--- src/rtl/pmic_bridge_pkg.sv ---
// Shared constants for the PMIC register bus bridge.
// Assumes a 16-bit host byte address and 32-bit host data.
package pmic_bridge_pkg;
    localparam logic [15:0] OFS_CTRL0   = 16'h0004;
    localparam logic [15:0] OFS_CFG0    = 16'h0020;
    localparam logic [15:0] OFS_RDCMD   = 16'h0028;
    localparam logic [15:0] OFS_RDDATA  = 16'h002C;
    localparam logic [15:0] OFS_QSTAT   = 16'h0030;
    localparam logic [15:0] WIN_BASE    = 16'h8000;
    localparam int unsigned WIN_BYTES   = 4096;
    localparam logic [15:0] WIN_LAST    = WIN_BASE + 16'(WIN_BYTES - 1);

    localparam int BIT_BUSY    = 31;
    localparam int BIT_CLK_ON  = 30;
    localparam int BIT_OVF     = 12;
    localparam int BIT_FULL    = 11;
    localparam int BIT_EMPTY   = 10;
    localparam int NARROW_W    = 8;

    typedef enum logic {DIR_WRITE = 1'b0, DIR_READ = 1'b1} dir_e;
endpackage

--- src/rtl/pmic_bridge_fifo.sv ---
// Write queue: stores {address, data} entries and returns them in arrival order.
// Assumes the caller never relies on push or pop doing anything when full or empty.
module pmic_bridge_fifo #(
    parameter int W     = 28,
    parameter int DEPTH = 8
) (
    input  logic                           clk,
    input  logic                           rst_n,
    input  logic                           push,
    input  logic [W-1:0]                   wdata,
    input  logic                           pop,
    output logic [W-1:0]                   rdata,
    output logic                           full,
    output logic                           empty,
    output logic [$clog2(DEPTH+1)-1:0]     count
);
    localparam int PW = (DEPTH > 1) ? $clog2(DEPTH) : 1;
    localparam int CW = $clog2(DEPTH + 1);

    logic [W-1:0]  mem [DEPTH];
    logic [PW-1:0] wr_ptr, rd_ptr;
    logic [CW-1:0] cnt_q;
    logic          do_push, do_pop;

    assign do_push = push && !full;
    assign do_pop  = pop && !empty;
    assign full    = (cnt_q == CW'(DEPTH));
    assign empty   = (cnt_q == '0);
    assign count   = cnt_q;
    assign rdata   = mem[rd_ptr];

    function automatic logic [PW-1:0] bump(input logic [PW-1:0] p);
        return (p == PW'(DEPTH - 1)) ? '0 : p + 1'b1;
    endfunction

    // Storage write: keep the incoming entry at the write pointer.
    always_ff @(posedge clk) begin
        if (do_push) mem[wr_ptr] <= wdata;
    end

    // Pointer and occupancy upkeep.
    always_ff @(posedge clk) begin
        if (!rst_n) begin
            wr_ptr <= '0;
            rd_ptr <= '0;
            cnt_q  <= '0;
        end else begin
            if (do_push) wr_ptr <= bump(wr_ptr);
            if (do_pop)  rd_ptr <= bump(rd_ptr);
            case ({do_push, do_pop})
                2'b10:   cnt_q <= cnt_q + 1'b1;
                2'b01:   cnt_q <= cnt_q - 1'b1;
                default: cnt_q <= cnt_q;
            endcase
        end
    end
endmodule

--- src/rtl/pmic_bridge_link.sv ---
// Serial frame engine: shifts {direction, address, data} MSB first on a
// divided clock. Data changes while the clock is low, and the slave samples it on the rise.
// For reads it releases the line for the data bits and samples on its rises.
// Assumes start is held until ready accepts it.
module pmic_bridge_link #(
    parameter int ADDR_W   = 12,
    parameter int DATA_W   = 16,
    parameter int HALF_DIV = 2
) (
    input  logic              clk,
    input  logic              rst_n,
    input  logic              clk_on,
    input  logic              start,
    input  logic              is_read,
    input  logic [ADDR_W-1:0] addr,
    input  logic [DATA_W-1:0] wdata,
    output logic              ready,
    output logic              busy,
    output logic              done,
    output logic [DATA_W-1:0] rdata,
    output logic              sck,
    output logic              sda_o,
    output logic              sda_oe,
    input  logic              sda_i
);
    localparam int FRAME = 1 + ADDR_W + DATA_W;
    localparam int BW    = $clog2(FRAME);
    localparam int DW    = $clog2(HALF_DIV + 1);

    logic [DW-1:0]     div_q;
    logic              sck_q, active_q, rd_q, done_q;
    logic [BW-1:0]     bit_q;
    logic [FRAME-1:0]  sh_q;
    logic [DATA_W-1:0] rx_q;
    logic              running, tick, in_data;

    assign running = active_q || clk_on;
    assign tick    = running && (div_q == DW'(HALF_DIV - 1));
    assign in_data = rd_q && (bit_q >= BW'(1 + ADDR_W));
    assign ready   = !active_q && !sck_q && !tick;
    assign busy    = active_q;
    assign done    = done_q;
    assign rdata   = rx_q;
    assign sck     = sck_q;
    assign sda_o   = sh_q[FRAME-1];
    assign sda_oe  = active_q && !in_data;

    // Half-period divider, held at zero while the clock is gated.
    always_ff @(posedge clk) begin
        if (!rst_n || !running) div_q <= '0;
        else if (tick)          div_q <= '0;
        else                    div_q <= div_q + 1'b1;
    end

    // Link clock: toggles on each divider tick, forced low when gated idle.
    always_ff @(posedge clk) begin
        if (!rst_n || !running) sck_q <= 1'b0;
        else if (tick)          sck_q <= ~sck_q;
    end

    // Frame sequencing: load, sample on rise, advance on fall, finish.
    always_ff @(posedge clk) begin
        if (!rst_n) begin
            active_q <= 1'b0;
            rd_q     <= 1'b0;
            done_q   <= 1'b0;
            bit_q    <= '0;
            sh_q     <= '0;
            rx_q     <= '0;
        end else begin
            done_q <= 1'b0;
            if (ready && start) begin
                active_q <= 1'b1;
                rd_q     <= is_read;
                bit_q    <= '0;
                sh_q     <= {is_read, addr, (is_read ? {DATA_W{1'b0}} : wdata)};
            end else if (active_q && tick) begin
                if (!sck_q) begin
                    if (in_data) rx_q <= {rx_q[DATA_W-2:0], sda_i};
                end else if (bit_q == BW'(FRAME - 1)) begin
                    active_q <= 1'b0;
                    done_q   <= 1'b1;
                end else begin
                    bit_q <= bit_q + 1'b1;
                    sh_q  <= {sh_q[FRAME-2:0], 1'b0};
                end
            end
        end
    end
endmodule

--- src/rtl/pmic_bridge.sv ---
// PMIC register bus bridge: host register bank, window write queue, split
// read sequencing and the serial frame engine.
// Assumes single-cycle host write strobes and a combinational read path.
module pmic_bridge
    import pmic_bridge_pkg::*;
#(
    parameter int ADDR_W     = 12,
    parameter int DATA_W     = 16,
    parameter int FIFO_DEPTH = 8,
    parameter int HALF_DIV   = 2
) (
    input  logic        clk,
    input  logic        rst_n,
    input  logic        host_wr,
    input  logic [15:0] host_addr,
    input  logic [31:0] host_wdata,
    output logic [31:0] host_rdata,
    output logic        link_sck,
    output logic        link_sda_o,
    output logic        link_sda_oe,
    input  logic        link_sda_i
);
    localparam int EW = ADDR_W + DATA_W;
    localparam int CW = $clog2(FIFO_DEPTH + 1);

    logic              mode8_q, clk_on_q, ovf_q;
    logic              rd_pending_q, rd_inflight_q;
    logic [ADDR_W-1:0] rd_req_q, rd_sent_q, rd_echo_q;
    logic [DATA_W-1:0] rd_val_q;

    logic              wr_ctrl0, wr_cfg0, wr_rdcmd, wr_qstat, in_win, push_req;
    logic [EW-1:0]     q_head;
    logic              q_full, q_empty, q_pop;
    logic [CW-1:0]     q_count;
    logic              link_want, link_go, link_ready, link_busy, link_done;
    dir_e              link_dir;
    logic [ADDR_W-1:0] link_addr;
    logic [DATA_W-1:0] link_rdata;
    logic              unused_bits;

    assign unused_bits = ^host_wdata;

    assign wr_ctrl0 = host_wr && (host_addr == OFS_CTRL0);
    assign wr_cfg0  = host_wr && (host_addr == OFS_CFG0);
    assign wr_rdcmd = host_wr && (host_addr == OFS_RDCMD);
    assign wr_qstat = host_wr && (host_addr == OFS_QSTAT);
    assign in_win   = (host_addr >= WIN_BASE) && (host_addr <= WIN_LAST);
    assign push_req = host_wr && in_win;

    function automatic logic [ADDR_W-1:0] shape_addr(input logic narrow,
                                                      input logic [ADDR_W-1:0] a);
        return narrow ? {{(ADDR_W-NARROW_W){1'b0}}, a[NARROW_W-1:0]} : a;
    endfunction

    pmic_bridge_fifo #(.W(EW), .DEPTH(FIFO_DEPTH)) u_queue (
        .clk   (clk),
        .rst_n (rst_n),
        .push  (push_req),
        .wdata ({host_addr[ADDR_W-1:0], host_wdata[DATA_W-1:0]}),
        .pop   (q_pop),
        .rdata (q_head),
        .full  (q_full),
        .empty (q_empty),
        .count (q_count)
    );

    // Scheduling: queued writes first, then a pending read that is not yet on the wire.
    assign link_want = !q_empty || (rd_pending_q && !rd_inflight_q);
    assign link_dir  = q_empty ? DIR_READ : DIR_WRITE;
    assign link_addr = shape_addr(mode8_q, q_empty ? rd_req_q : q_head[EW-1:DATA_W]);
    assign link_go   = link_ready && link_want;
    assign q_pop     = link_go && !q_empty;

    pmic_bridge_link #(.ADDR_W(ADDR_W), .DATA_W(DATA_W), .HALF_DIV(HALF_DIV)) u_link (
        .clk     (clk),
        .rst_n   (rst_n),
        .clk_on  (clk_on_q),
        .start   (link_want),
        .is_read (link_dir == DIR_READ),
        .addr    (link_addr),
        .wdata   (q_head[DATA_W-1:0]),
        .ready   (link_ready),
        .busy    (link_busy),
        .done    (link_done),
        .rdata   (link_rdata),
        .sck     (link_sck),
        .sda_o   (link_sda_o),
        .sda_oe  (link_sda_oe),
        .sda_i   (link_sda_i)
    );

    // Configuration registers: address width and clock gating mode.
    always_ff @(posedge clk) begin
        if (!rst_n) begin
            mode8_q  <= 1'b0;
            clk_on_q <= 1'b0;
        end else begin
            if (wr_ctrl0) mode8_q  <= host_wdata[0];
            if (wr_cfg0)  clk_on_q <= host_wdata[BIT_CLK_ON];
        end
    end

    // Sticky overflow flag: set by a dropped window write, cleared by writing 1 to it.
    always_ff @(posedge clk) begin
        if (!rst_n)                          ovf_q <= 1'b0;
        else if (push_req && q_full)         ovf_q <= 1'b1;
        else if (wr_qstat && host_wdata[BIT_OVF]) ovf_q <= 1'b0;
    end

    // Split read tracking: accept a command, launch it, capture the reply.
    always_ff @(posedge clk) begin
        if (!rst_n) begin
            rd_pending_q  <= 1'b0;
            rd_inflight_q <= 1'b0;
            rd_req_q      <= '0;
            rd_sent_q     <= '0;
            rd_echo_q     <= '0;
            rd_val_q      <= '0;
        end else begin
            if (link_go && link_dir == DIR_READ) begin
                rd_inflight_q <= 1'b1;
                rd_sent_q     <= link_addr;
            end
            if (link_done && rd_inflight_q) begin
                rd_pending_q  <= 1'b0;
                rd_inflight_q <= 1'b0;
                rd_val_q      <= link_rdata;
                rd_echo_q     <= rd_sent_q;
            end
            if (wr_rdcmd && !rd_pending_q) begin
                rd_pending_q <= 1'b1;
                rd_req_q     <= host_wdata[ADDR_W-1:0];
            end
        end
    end

    // Host read mux.
    always_comb begin
        host_rdata = '0;
        case (host_addr)
            OFS_CTRL0:  host_rdata[0] = mode8_q;
            OFS_CFG0:   host_rdata[BIT_CLK_ON] = clk_on_q;
            OFS_RDDATA: begin
                host_rdata[BIT_BUSY]           = rd_pending_q;
                host_rdata[16 +: ADDR_W]       = rd_echo_q;
                host_rdata[DATA_W-1:0]         = rd_val_q;
            end
            OFS_QSTAT: begin
                host_rdata[CW-1:0]     = q_count;
                host_rdata[BIT_EMPTY]  = q_empty;
                host_rdata[BIT_FULL]   = q_full;
                host_rdata[BIT_OVF]    = ovf_q;
            end
            default:    host_rdata = '0;
        endcase
    end
endmodule

--- config.mk ---
export PLATFORM = sky130hd
export DESIGN_NAME = pmic_bridge
export DESIGN_NICKNAME = d
export VERILOG_FILES = /design/src/rtl/pmic_bridge_pkg.sv /design/src/rtl/pmic_bridge_fifo.sv /design/src/rtl/pmic_bridge_link.sv /design/src/rtl/pmic_bridge.sv
export SDC_FILE = /design/constraint.sdc
export NUM_CORES = 1
export LEC_CHECK = 0
export BUFFER_PORTS_ARGS = -buffer_cell sky130_fd_sc_hd__buf_2
export CAP_MARGIN = 20
export CORE_MARGIN = 4
export CORE_UTILIZATION = 35
export DETAILED_ROUTE_END_ITERATION = 10
export PLACE_DENSITY_LB_ADDON = 0.1
export REMOVE_ABC_BUFFERS = 1
export SLEW_MARGIN = 10
export SYNTH_ARGS = -nofsm -noshare
export SYNTH_HDL_FRONTEND = slang
export SYNTH_SLANG_ARGS = --single-unit
--- constraint.sdc ---
create_clock -name clk -period 4.82 [get_ports clk]
set_input_delay 0.723 -clock clk [delete_from_list [all_inputs] [get_ports clk]]
set_output_delay 0.723 -clock clk [all_outputs]
set_load 0.01 [all_outputs]
==> flow_metrics.tcl, run 1 <==
set metrics [dict create \
    worst_setup_path_end_kind "primary output" \
    syn_inst 1083 \
    synth_area_mm2 0.0141 \
    clk_pin_slew_worst_paths_ns 0.06 \
    gp_congestion 0.763 \
    layout.cells.non_filler 1698 \
    fin_crit_ns 3.41 \
    yosysSeqAreaShare_pct 65.5 \
    setup_slack_ns 1.41 \
    timing.fmax_mhz 293 \
    die_area_mm2 0.0436 \
    slowest_delay_ns 0.68 \
    drive_above_1_share_pct 15.9 \
    maxSlewViolCount 0 \
    setup_viol 0 \
    crit_slowest_cell "or4_1" \
    area_growth_pct 15.6 \
    worstMarginPinSlew_ns 1.04 \
    synthArstFlopShare_pct 0 \
    synth_ff_type "edfxtp_1" \
    finalPower_uw 7950 \
    syn_area_per_cell_um2 13.0 \
    die_h_um 209 \
    drtPass1Iterations 5 \
    timing.rr.start "u_link.div_q[1]" \
    numCtsBuffers 40 \
    post_cts_buffers 0 \
    ir_drop_v 0.000282 \
    placed_cells 1628 \
    grt_pass1_vias 8768 \
    required_ns 4.10 \
    grt_max_degree 59 \
    first_iter_violations 463 \
    final_area_mm2 0.0163 \
    critPathLaunchType "input pin" \
    grt_setup_unrepaired "false" \
    yosysWarnings 0 \
    critPathMaxFanout 29 \
    fillers 3854 \
    synth_top_family_by_area "multiplexers" \
    antenna_found_initial 0 \
    vias 8761 \
    r2r_end "u_queue.count[3]" \
    grt_util_all_layers_pct 15.6 \
    ys_seq_elements 350 \
    synthSimpleGateAreaFrac_pct 9.97 \
    io_buffers 69 \
    critPathKind "in2out" \
    hold_class "reg2reg" \
    num_rows 73 \
    avgViaCountPerCell 5.16 \
    synth_edf_count 224 \
    post_cts_resized 0 \
    synth-xor-area-share_pct 0.434 \
    overflow 0 \
    max_cap_violations 0 \
    start_util_pct 35.4 \
    cts_hold_buf 0 \
    post-place-ws_ns 1.39 \
    nets 1210 \
    cts_buffer_depth 3 \
    crit_end "host_rdata[12]" \
    place_area_mm2 0.0150 \
    hpwl_um 21100 \
    dieWidth_um 209 \
    crit_path_cell_trace "buf_2 -> or4_1 -> nand4b_1 -> buf_4 -> nor2_2 -> buf_4 -> a22o_1 -> buf_2" \
    leakagePower_uw 0.00551 \
    cts_tree "built" \
    synth_compound_area_share_pct 10.0 \
    diodes 0 \
    hold_viol_final 0 \
    r2r_slack_ns 1.48 \
    avgRoutedWirePerCell_um 20.4 \
    startpoint "host_addr[6]" \
    core_area_mm2 0.0398 \
    insertion_delay_ns 0.52 \
    antenna_left 0 \
    worstPathArrival_ns 2.69 \
    synth.area.mux_share_pct 10.1 \
    status "completed" \
    routed_wl_um 34700 \
    grt_first_pass_wirelength_um 53100 \
    power_density_mw_per_mm2 487 \
    cts.htree.levels 2 \
    boundaryPins 87 \
    max-slew-margin-rel_pct 30.4 \
    drc 0 \
    synthAdderAreaFrac_pct 1.12 \
    finalCritPeriodShare_pct 70.7 \
    rr_worst_depth 11 \
    finClkSkew_ns 0.0132 \
    fin_tns_setup_ns 0 \
    ys_types 65 \
    cts-root-buf "clkbuf_16" \
    cts.sinks 350 \
]
## through the flow
step	util [%]	hold slack, ns
floorplan	-	0.408
global placement	37.7	0.419
detailed placement	37.7	0.427
CTS	40.9	0.434
global route	41.0	0.453
finish	41.0	0.431
## final cells by class
| class | instances | area (um^2) | share of cell area (%) |
|---|---|---|---|
| clock inverter | 13 | 191 | 1.17 |
| tap | 525 | 657 | 4.03 |
| clock buffer | 56 | 1100 | 6.76 |
| timing repair buffer | 93 | 533 | 3.27 |
| sequential | 350 | 9250 | 56.7 |
| inverter | 10 | 37.5 | 0.230 |
| multi-input combinational | 651 | 4540 | 27.8 |
## layer usage
metal  wire length, um  global-route usage [%]  vias up
li1                  -                       -     4200
met1             16300                    22.1     4354
met2             16400                    25.3      163
met3              1390                    2.34       44
met4               657                    3.92        0
met5                 0                       0        -
## registers in the layout, summed over array words and instances, names as in the netlist, named ones only
name and flops:
u_queue.mem 224, u_link.sh_q 29, rd_val_q 16, u_link.rdata 16, rd_echo_q 12, rd_req_q 12
rd_sent_q 12, u_link.bit_q 5, u_queue.count 4, u_queue.rd_ptr 3, u_queue.wr_ptr 3, u_link.div_q 2
clk_on_q 1, mode8_q 1, ovf_q 1, rd_inflight_q 1, rd_pending_q 1, u_link.busy 1
u_link.done 1, u_link.rd_q 1, u_link.sck 1
## cell usage after synthesis, types with 4 or more instances
cell | instances | share of area [%]
o31ai_1 | 17 | 0.90
nand4_1 | 17 | 0.75
nand2b_1 | 4 | 0.18
a22o_1 | 6 | 0.37
nand3b_1 | 7 | 0.37
nor3_1 | 15 | 0.53
nand3_1 | 29 | 1.0
or3_1 | 6 | 0.27
nor2b_1 | 9 | 0.40
mux2i_1 | 119 | 8.4
a21oi_1 | 89 | 3.2
inv_1 | 9 | 0.24
mux4_2 | 10 | 1.6
ha_1 | 11 | 0.98
buf_6 | 4 | 0.32
a211oi_1 | 6 | 0.32
buf_4 | 6 | 0.32
a22oi_1 | 46 | 2.4
dfxtp_1 | 126 | 18
xor2_1 | 4 | 0.25
edfxtp_1 | 224 | 48
nor2_1 | 30 | 0.80
o21ai_0 | 29 | 1.0
clkbuf_1 | 37 | 0.98
and2_1 | 27 | 1.2
o21ai_1 | 9 | 0.32
buf_2 | 23 | 0.82
nand2_1 | 109 | 2.9
o32ai_1 | 4 | 0.25
## worst max-delay path: cells and delay by family
family,cells,cell delay [ns]
AND/OR/NAND/NOR,3,0.99
buffers and inverters,4,0.77
AO/OA/AOI/OAI,1,0.20
## cell families (layout without fill, tap and decap cells)
kind of cell	after synthesis	after routing
flip-flops	350	350
multiplexers	130	130
AO/OA/AOI/OAI	222	222
AND/OR/NAND/NOR	278	278
buffers and inverters	83	172
XOR/XNOR	7	7
adder cells (fa/ha/maj)	12	12
other	1	2
## placed cells by master, fill, tap and decap left out, types with 3 or more instances in the layout
master and instances:
a22o_1 6, a21oi_1 89, a32oi_1 3, a22oi_1 46, nor2b_1 9, nor3_1 11, nand3_1 29, o21ai_1 9
nand2b_1 4, ha_1 11, clkbuf_1 13, xnor2_1 3, dfxtp_1 124, nand4_1 17, mux4_2 10, a211oi_1 6
o21ai_0 29, and3_1 3, edfxtp_1 224, clkbuf_16 41, nor2_1 25, mux2i_1 119, o32ai_1 4, nor3b_1 3
nand2_1 109, bufinv_16 5, inv_1 8, clkinv_2 3, nor2_4 3, a221oi_2 3, and2_1 27, clkinv_1 3
o31ai_1 17, nor3_2 5, nand3b_1 7, xor2_1 4, or3_1 6, buf_4 23, buf_2 69
## power breakdown
group | leakage (uW) | total, uW | switching, uW | internal (uW)
Combinational | 0.00185 | 1490 | 940 | 548
Sequential | 0.00304 | 3450 | 159 | 3300
Clock | 0.000622 | 3000 | 1150 | 1860
Total | 0.00551 | 7950 | 2250 | 5700
## how the worst min path moves through the flow
stage / depth (start not counted) / slack [ns] / end / startpoint
3_5_place_dp: 1 / 0.43 / u_link.div_q[0] / u_link.div_q[0]
2_1_floorplan: 1 / 0.41 / u_link.div_q[0] / u_link.div_q[0]
3_3_place_gp: 1 / 0.42 / u_link.div_q[0] / u_link.div_q[0]
4_1_cts: 3 / 0.43 / u_link.rdata[0] / link_sda_i
5_1_grt: 3 / 0.45 / u_link.rdata[0] / link_sda_i
6_report: 1 / 0.43 / u_link.div_q[0] / u_link.div_q[0]
No activity file was read; power rests on OpenSTA's default activity.
==> inputs of run 2 (changes only) <==
- clock period: 4.82 -> 3 ns (I/O delays scaled with it)
==> run 2 against run 1 <==
Compared with the run above: clock skew shrank 0.0017 ns; clock power grew 53%; final cell count grew 1.5%; largest cell class unchanged.
==> flow_metrics.tcl, run 2 (synthesis results as in run 1) <==
set metrics [dict create \
    clk_pin_slew_worst_paths_ns 0.06 \
    critPathMaxFanout 9 \
    cts.htree.levels 2 \
    area_growth_pct 16.9 \
    grtUsageMet1_pct 21.7 \
    vias 8778 \
    die_area_mm2 0.0436 \
    die_h_um 209 \
    avgViaCountPerCell 5.09 \
    grt_first_pass_wirelength_um 53300 \
    start_util_pct 35.4 \
    post_cts_buffers 0 \
    status "completed" \
    fin_tns_setup_ns 0 \
    leakagePower_uw 0.00563 \
    internal-power_uw 9020 \
    cts.sinks 350 \
    cts_tree "built" \
    largest-register "u_queue.mem" \
    dieWidth_um 209 \
    critPathKind "in2out" \
    core_area_mm2 0.0398 \
    seq_power_share_pct 43.3 \
    hold_path_depth 3 \
    layout.cells.non_filler 1724 \
    grt_util_all_layers_pct 15.7 \
    post_cts_resized 0 \
    worstPathArrival_ns 2.26 \
    p_clk_share_pct 36.1 \
    use_met2_pct 25.8 \
    placed_cells 1649 \
    utilization_pct 41.4 \
    worstHoldStart "link_sda_i" \
    fillers 3833 \
    first_iter_violations 482 \
    r2r_end "u_queue.count[3]" \
    boundaryPins 87 \
    hold_class "in2reg" \
    hpwl_um 21300 \
    finClkSkew_ns 0.0115 \
    avgRoutedWirePerCell_um 20.2 \
    diodes 0 \
    fin_crit_ns 2.71 \
    slowest_delay_ns 0.65 \
    grt_max_degree 74 \
    required_ns 2.55 \
    timing.rr.start "u_queue.count[0]" \
    grt_setup_unrepaired "false" \
    finalCritPeriodShare_pct 90.3 \
    hold_viol_final 0 \
    antenna_found_initial 2 \
    grt_pass1_vias 8819 \
    power_density_mw_per_mm2 769 \
    largest_reg_flops 224 \
    numCtsBuffers 40 \
    power.switching_uw 3680 \
    cp_common_cell "buf_2" \
    num_rows 73 \
    p_sw_share_pct 29.0 \
    max-slew-margin-rel_pct 39.1 \
    crit_path_cell_trace "buf_2 -> or4_1 -> nand3b_1 -> nor2_1 -> a221o_1 -> buf_2" \
    critPathLaunchType "input pin" \
    io_buffers 69 \
    timing.fmax_mhz 369 \
    insertion_delay_ns 0.55 \
    met3_usage_pct 2.69 \
    crit_family "simple AND/OR/NAND/NOR gates" \
    worst_setup_path_end_kind "primary output" \
    top_regs "u_queue.mem (224), u_link.sh_q (29)" \
    mostFrequentLayoutCell "edfxtp_1" \
    maxSlewViolCount 0 \
    worstMarginPinSlew_ns 0.910 \
    antenna_left 0 \
    cts_hold_buf 0 \
    mostFrequentLayoutCells "224 x edfxtp_1, 124 x dfxtp_1, 119 x mux2i_1" \
    hold_end "u_link.rdata[0]" \
    gp_congestion 0.761 \
    r2r_slack_ns 0.47 \
    crit_buf_inv 2 \
    drtPass1Iterations 5 \
    drive_above_1_share_pct 17.6 \
    pwr-share-comb_pct 20.7 \
    nets 1231 \
    crit_slowest_cell "or4_1" \
    rr_worst_depth 9 \
    finalPower_uw 12700 \
    cts_buffer_depth 3 \
    cts-root-buf "clkbuf_16" \
    setup_viol 0 \
    ir_drop_v 0.000551 \
    overflow 0 \
    grt_busiest_layer "met2" \
    max_cap_violations 0 \
    drc 0 \
    routed_wl_um 34900 \
    startpoint "host_addr[6]" \
]
-- run 2: cell count changes in the layout (fill, tap and decap cells not counted), sizes merged --
cell | before | now
buf | 93 | 114
bufinv | 5 | 0
clkbuf | 56 | 61
clkinv | 6 | 11
clkinvlp | 2 | 0
inv | 10 | 12
-- run 2: routing by layer --
metal,part of all wire [%],wire length (um),up-vias
met1,47,16400,4336
met3,4.0,1390,46
met2,47,16400,146
met4,1.8,643,4
li1,-,-,4246
met5,0.063,22,-
-- run 2: area by class of cell --
cell class / count / area (um^2) / area share, %
clock buffer: 61 / 1170 / 7.10
clock inverter: 13 / 66.3 / 0.402
inverter: 10 / 37.5 / 0.227
multi-input combinational: 651 / 4530 / 27.4
sequential: 350 / 9250 / 56.1
tap: 525 / 657 / 3.98
timing repair buffer: 114 / 791 / 4.79
-- run 2: worst register-to-register path, stage by stage, from the launching register on --
cell	delay [ns]
dfxtp_1	0.38
or4_4	0.59
nand2_2	0.09
inv_2	0.06
ha_1	0.23
ha_1	0.29
a21o_1	0.17
a21oi_1	0.16
mux2i_1	0.28
mux2i_1	0.20
-- run 2: worst max path at each step --
stage / endpoint / slack [ns] / cells past startpoint
floorplan: u_queue.mem[0][0] / -1.33 / 3
global placement: host_rdata[0] / 0.27 / 6
detailed placement: host_rdata[0] / 0.26 / 6
CTS: host_rdata[0] / 0.26 / 6
global route: host_rdata[0] / 0.15 / 6
finish: host_rdata[0] / 0.29 / 6
-- run 2: per-stage QoR --
step                setup slack (ns)  area (um^2)  hold slack [ns]
floorplan                      -1.33        13800            0.408
global placement               0.269        15200            0.418
detailed placement             0.258        15200            0.434
CTS                            0.256        16500            0.143
global route                   0.146        16500            0.161
finish                         0.292        16500            0.171
-- run 2: power by group through the flow --
| stage | clock, uW | combinational (uW) | sequential (uW) |
|---|---|---|---|
| floorplan | 0 | 1600 | 5630 |
| global placement | 0 | 2610 | 5600 |
| detailed placement | 0 | 2630 | 5600 |
| CTS | 4740 | 2650 | 5500 |
| global route | 4920 | 2870 | 5520 |
| finish | 4580 | 2620 | 5500 |
==> inputs of run 3 (changes only) <==
- PLACE_DENSITY: default -> 0.61
- PLACE_DENSITY_LB_ADDON: 0.1 -> default
==> run 3 against run 2 <==
Compared with the run above: via count up 1.0%; final cell count down 0.29%; first-iteration DRC count up 41%; worst setup slack worse by 0.041 ns; largest cell class unchanged.
==> flow_metrics.tcl, run 3 (synthesis results as in run 1) <==
set metrics [dict create \
    cts.sinks 350 \
    multiInputGateArea_mm2 0.00452 \
    worst_setup_path_end_kind "primary output" \
    r2r_end "u_queue.count[3]" \
    cts.htree.levels 2 \
    maxSlewViolCount 0 \
    utilization_pct 41.5 \
    ir_drop_v 0.000494 \
    cp_common_cell "buf_2" \
    worstHoldStart "host_addr[10]" \
    leakagePower_uw 0.00562 \
    timing.rr.start "u_queue.count[0]" \
    antenna_found_initial 3 \
    drive_above_1_share_pct 17.8 \
    drtPass1Iterations 5 \
    grt_setup_unrepaired "false" \
    cts_tree "built" \
    placed_cells 1652 \
    gp_congestion 0.774 \
    timing.fmax_mhz 364 \
    hold_class "in2reg" \
    area_growth_pct 17.0 \
    num_rows 73 \
    worstMarginPinSlew_ns 1.06 \
    critPathLaunchType "input pin" \
    cts_hold_buf 0 \
    finClkSkew_ns 0.0226 \
    cts-root-buf "clkbuf_16" \
    core_area_mm2 0.0398 \
    setup_slack_ns 0.251 \
    first_iter_violations 678 \
    io_buffers 69 \
    setup_viol 0 \
    avgViaCountPerCell 5.16 \
    power_density_mw_per_mm2 762 \
    diodes 0 \
    mostFrequentLayoutCells "224 x edfxtp_1, 124 x dfxtp_1, 119 x mux2i_1" \
    grt_util_all_layers_pct 14.7 \
    r2r_slack_ns 0.36 \
    start_util_pct 35.4 \
    crit_slowest_cell "or4_1" \
    post_cts_resized 0 \
    critPathKind "in2out" \
    slowest_delay_ns 0.67 \
    nets 1230 \
    avgRoutedWirePerCell_um 19.1 \
    finalPower_uw 12600 \
    post-place-ws_ns 0.267 \
    overflow 0 \
    routed_wl_um 32900 \
    cts_buffer_depth 3 \
    vias 8868 \
    grt_first_pass_wirelength_um 51000 \
    max_cap_violations 0 \
    antenna_left 0 \
    mostFrequentLayoutCell "edfxtp_1" \
    fin_crit_ns 2.75 \
    drc 0 \
    worstPathArrival_ns 2.30 \
    finalCritPeriodShare_pct 91.6 \
    hpwl_um 20500 \
    largest-register "u_queue.mem" \
    grt_pass1_vias 8878 \
    hold_viol_final 0 \
    fin_tns_setup_ns 0 \
    grt_max_degree 74 \
    layout.cells.non_filler 1719 \
    die_area_mm2 0.0436 \
    required_ns 2.55 \
    regArea_mm2 0.00925 \
    hold_end "u_queue.mem[2][26]" \
    clk_pin_slew_worst_paths_ns 0.06 \
    fillers 3799 \
    largest_reg_flops 224 \
    critPathMaxFanout 29 \
    die_h_um 209 \
    numCtsBuffers 37 \
    max-slew-margin-rel_pct 29.6 \
    hold_path_depth 1 \
    boundaryPins 87 \
    insertion_delay_ns 0.54 \
    crit_path_cell_trace "buf_2 -> or4_1 -> nand4b_1 -> nor2_1 -> buf_12 -> a221o_1 -> buf_2" \
    post_cts_buffers 0 \
    status "completed" \
    rr_worst_depth 9 \
    dieWidth_um 209 \
    top_regs "u_queue.mem (224), u_link.sh_q (29)" \
]
## run 3: critical path, delay by kind of cell
kind / cells / cell delay [ns]
buf+inv: 3 / 0.48
compound gates: 1 / 0.18
simple gates: 3 / 1.18
## run 3: worst max-delay path by stage
stage	start	to	depth (start not counted)
after global routing	host_addr[6]	host_rdata[12]	7
after global placement	host_addr[6]	host_rdata[0]	7
after detailed placement	host_addr[6]	host_rdata[10]	7
final	host_addr[6]	host_rdata[0]	7
after CTS	host_addr[6]	host_rdata[10]	7
after floorplan	host_addr[13]	u_queue.mem[0][0]	3
## run 3: final cells by class
cell class,instances,area share (%)
Clock buffer,46,6.31
Clock inverter,21,0.970
Inverter,10,0.227
Multi-Input combinational cell,651,27.4
Sequential cell,350,56.1
Tap cell,525,3.98
Timing Repair Buffer,116,5.06
## run 3: metal layers
layer | track usage, % | wire length [um] | part of all wire (%) | vias up
li1 | - | - | - | 4245
met1 | 19.9 | 14900 | 45 | 4386
met2 | 24.3 | 15900 | 48 | 183
met3 | 2.93 | 1410 | 4.3 | 50
met4 | 4.05 | 695 | 2.1 | 4
met5 | 0 | 27 | 0.082 | -
## run 3: metrics by stage
stage                     hold slack, ns  area, um^2
after floorplan                    0.408       13800
after global placement             0.415       15300
after detailed placement           0.420       15300
after CTS                          0.134       16500
after global routing               0.141       16500
final                              0.146       16500
## run 3: report_power, final
group          switching (uW)  internal [uW]  total [uW]
Sequential                174           5290        5470
Clock                    1850           2640        4490
Combinational            1580           1040        2610
Total                    3610           8970       12600
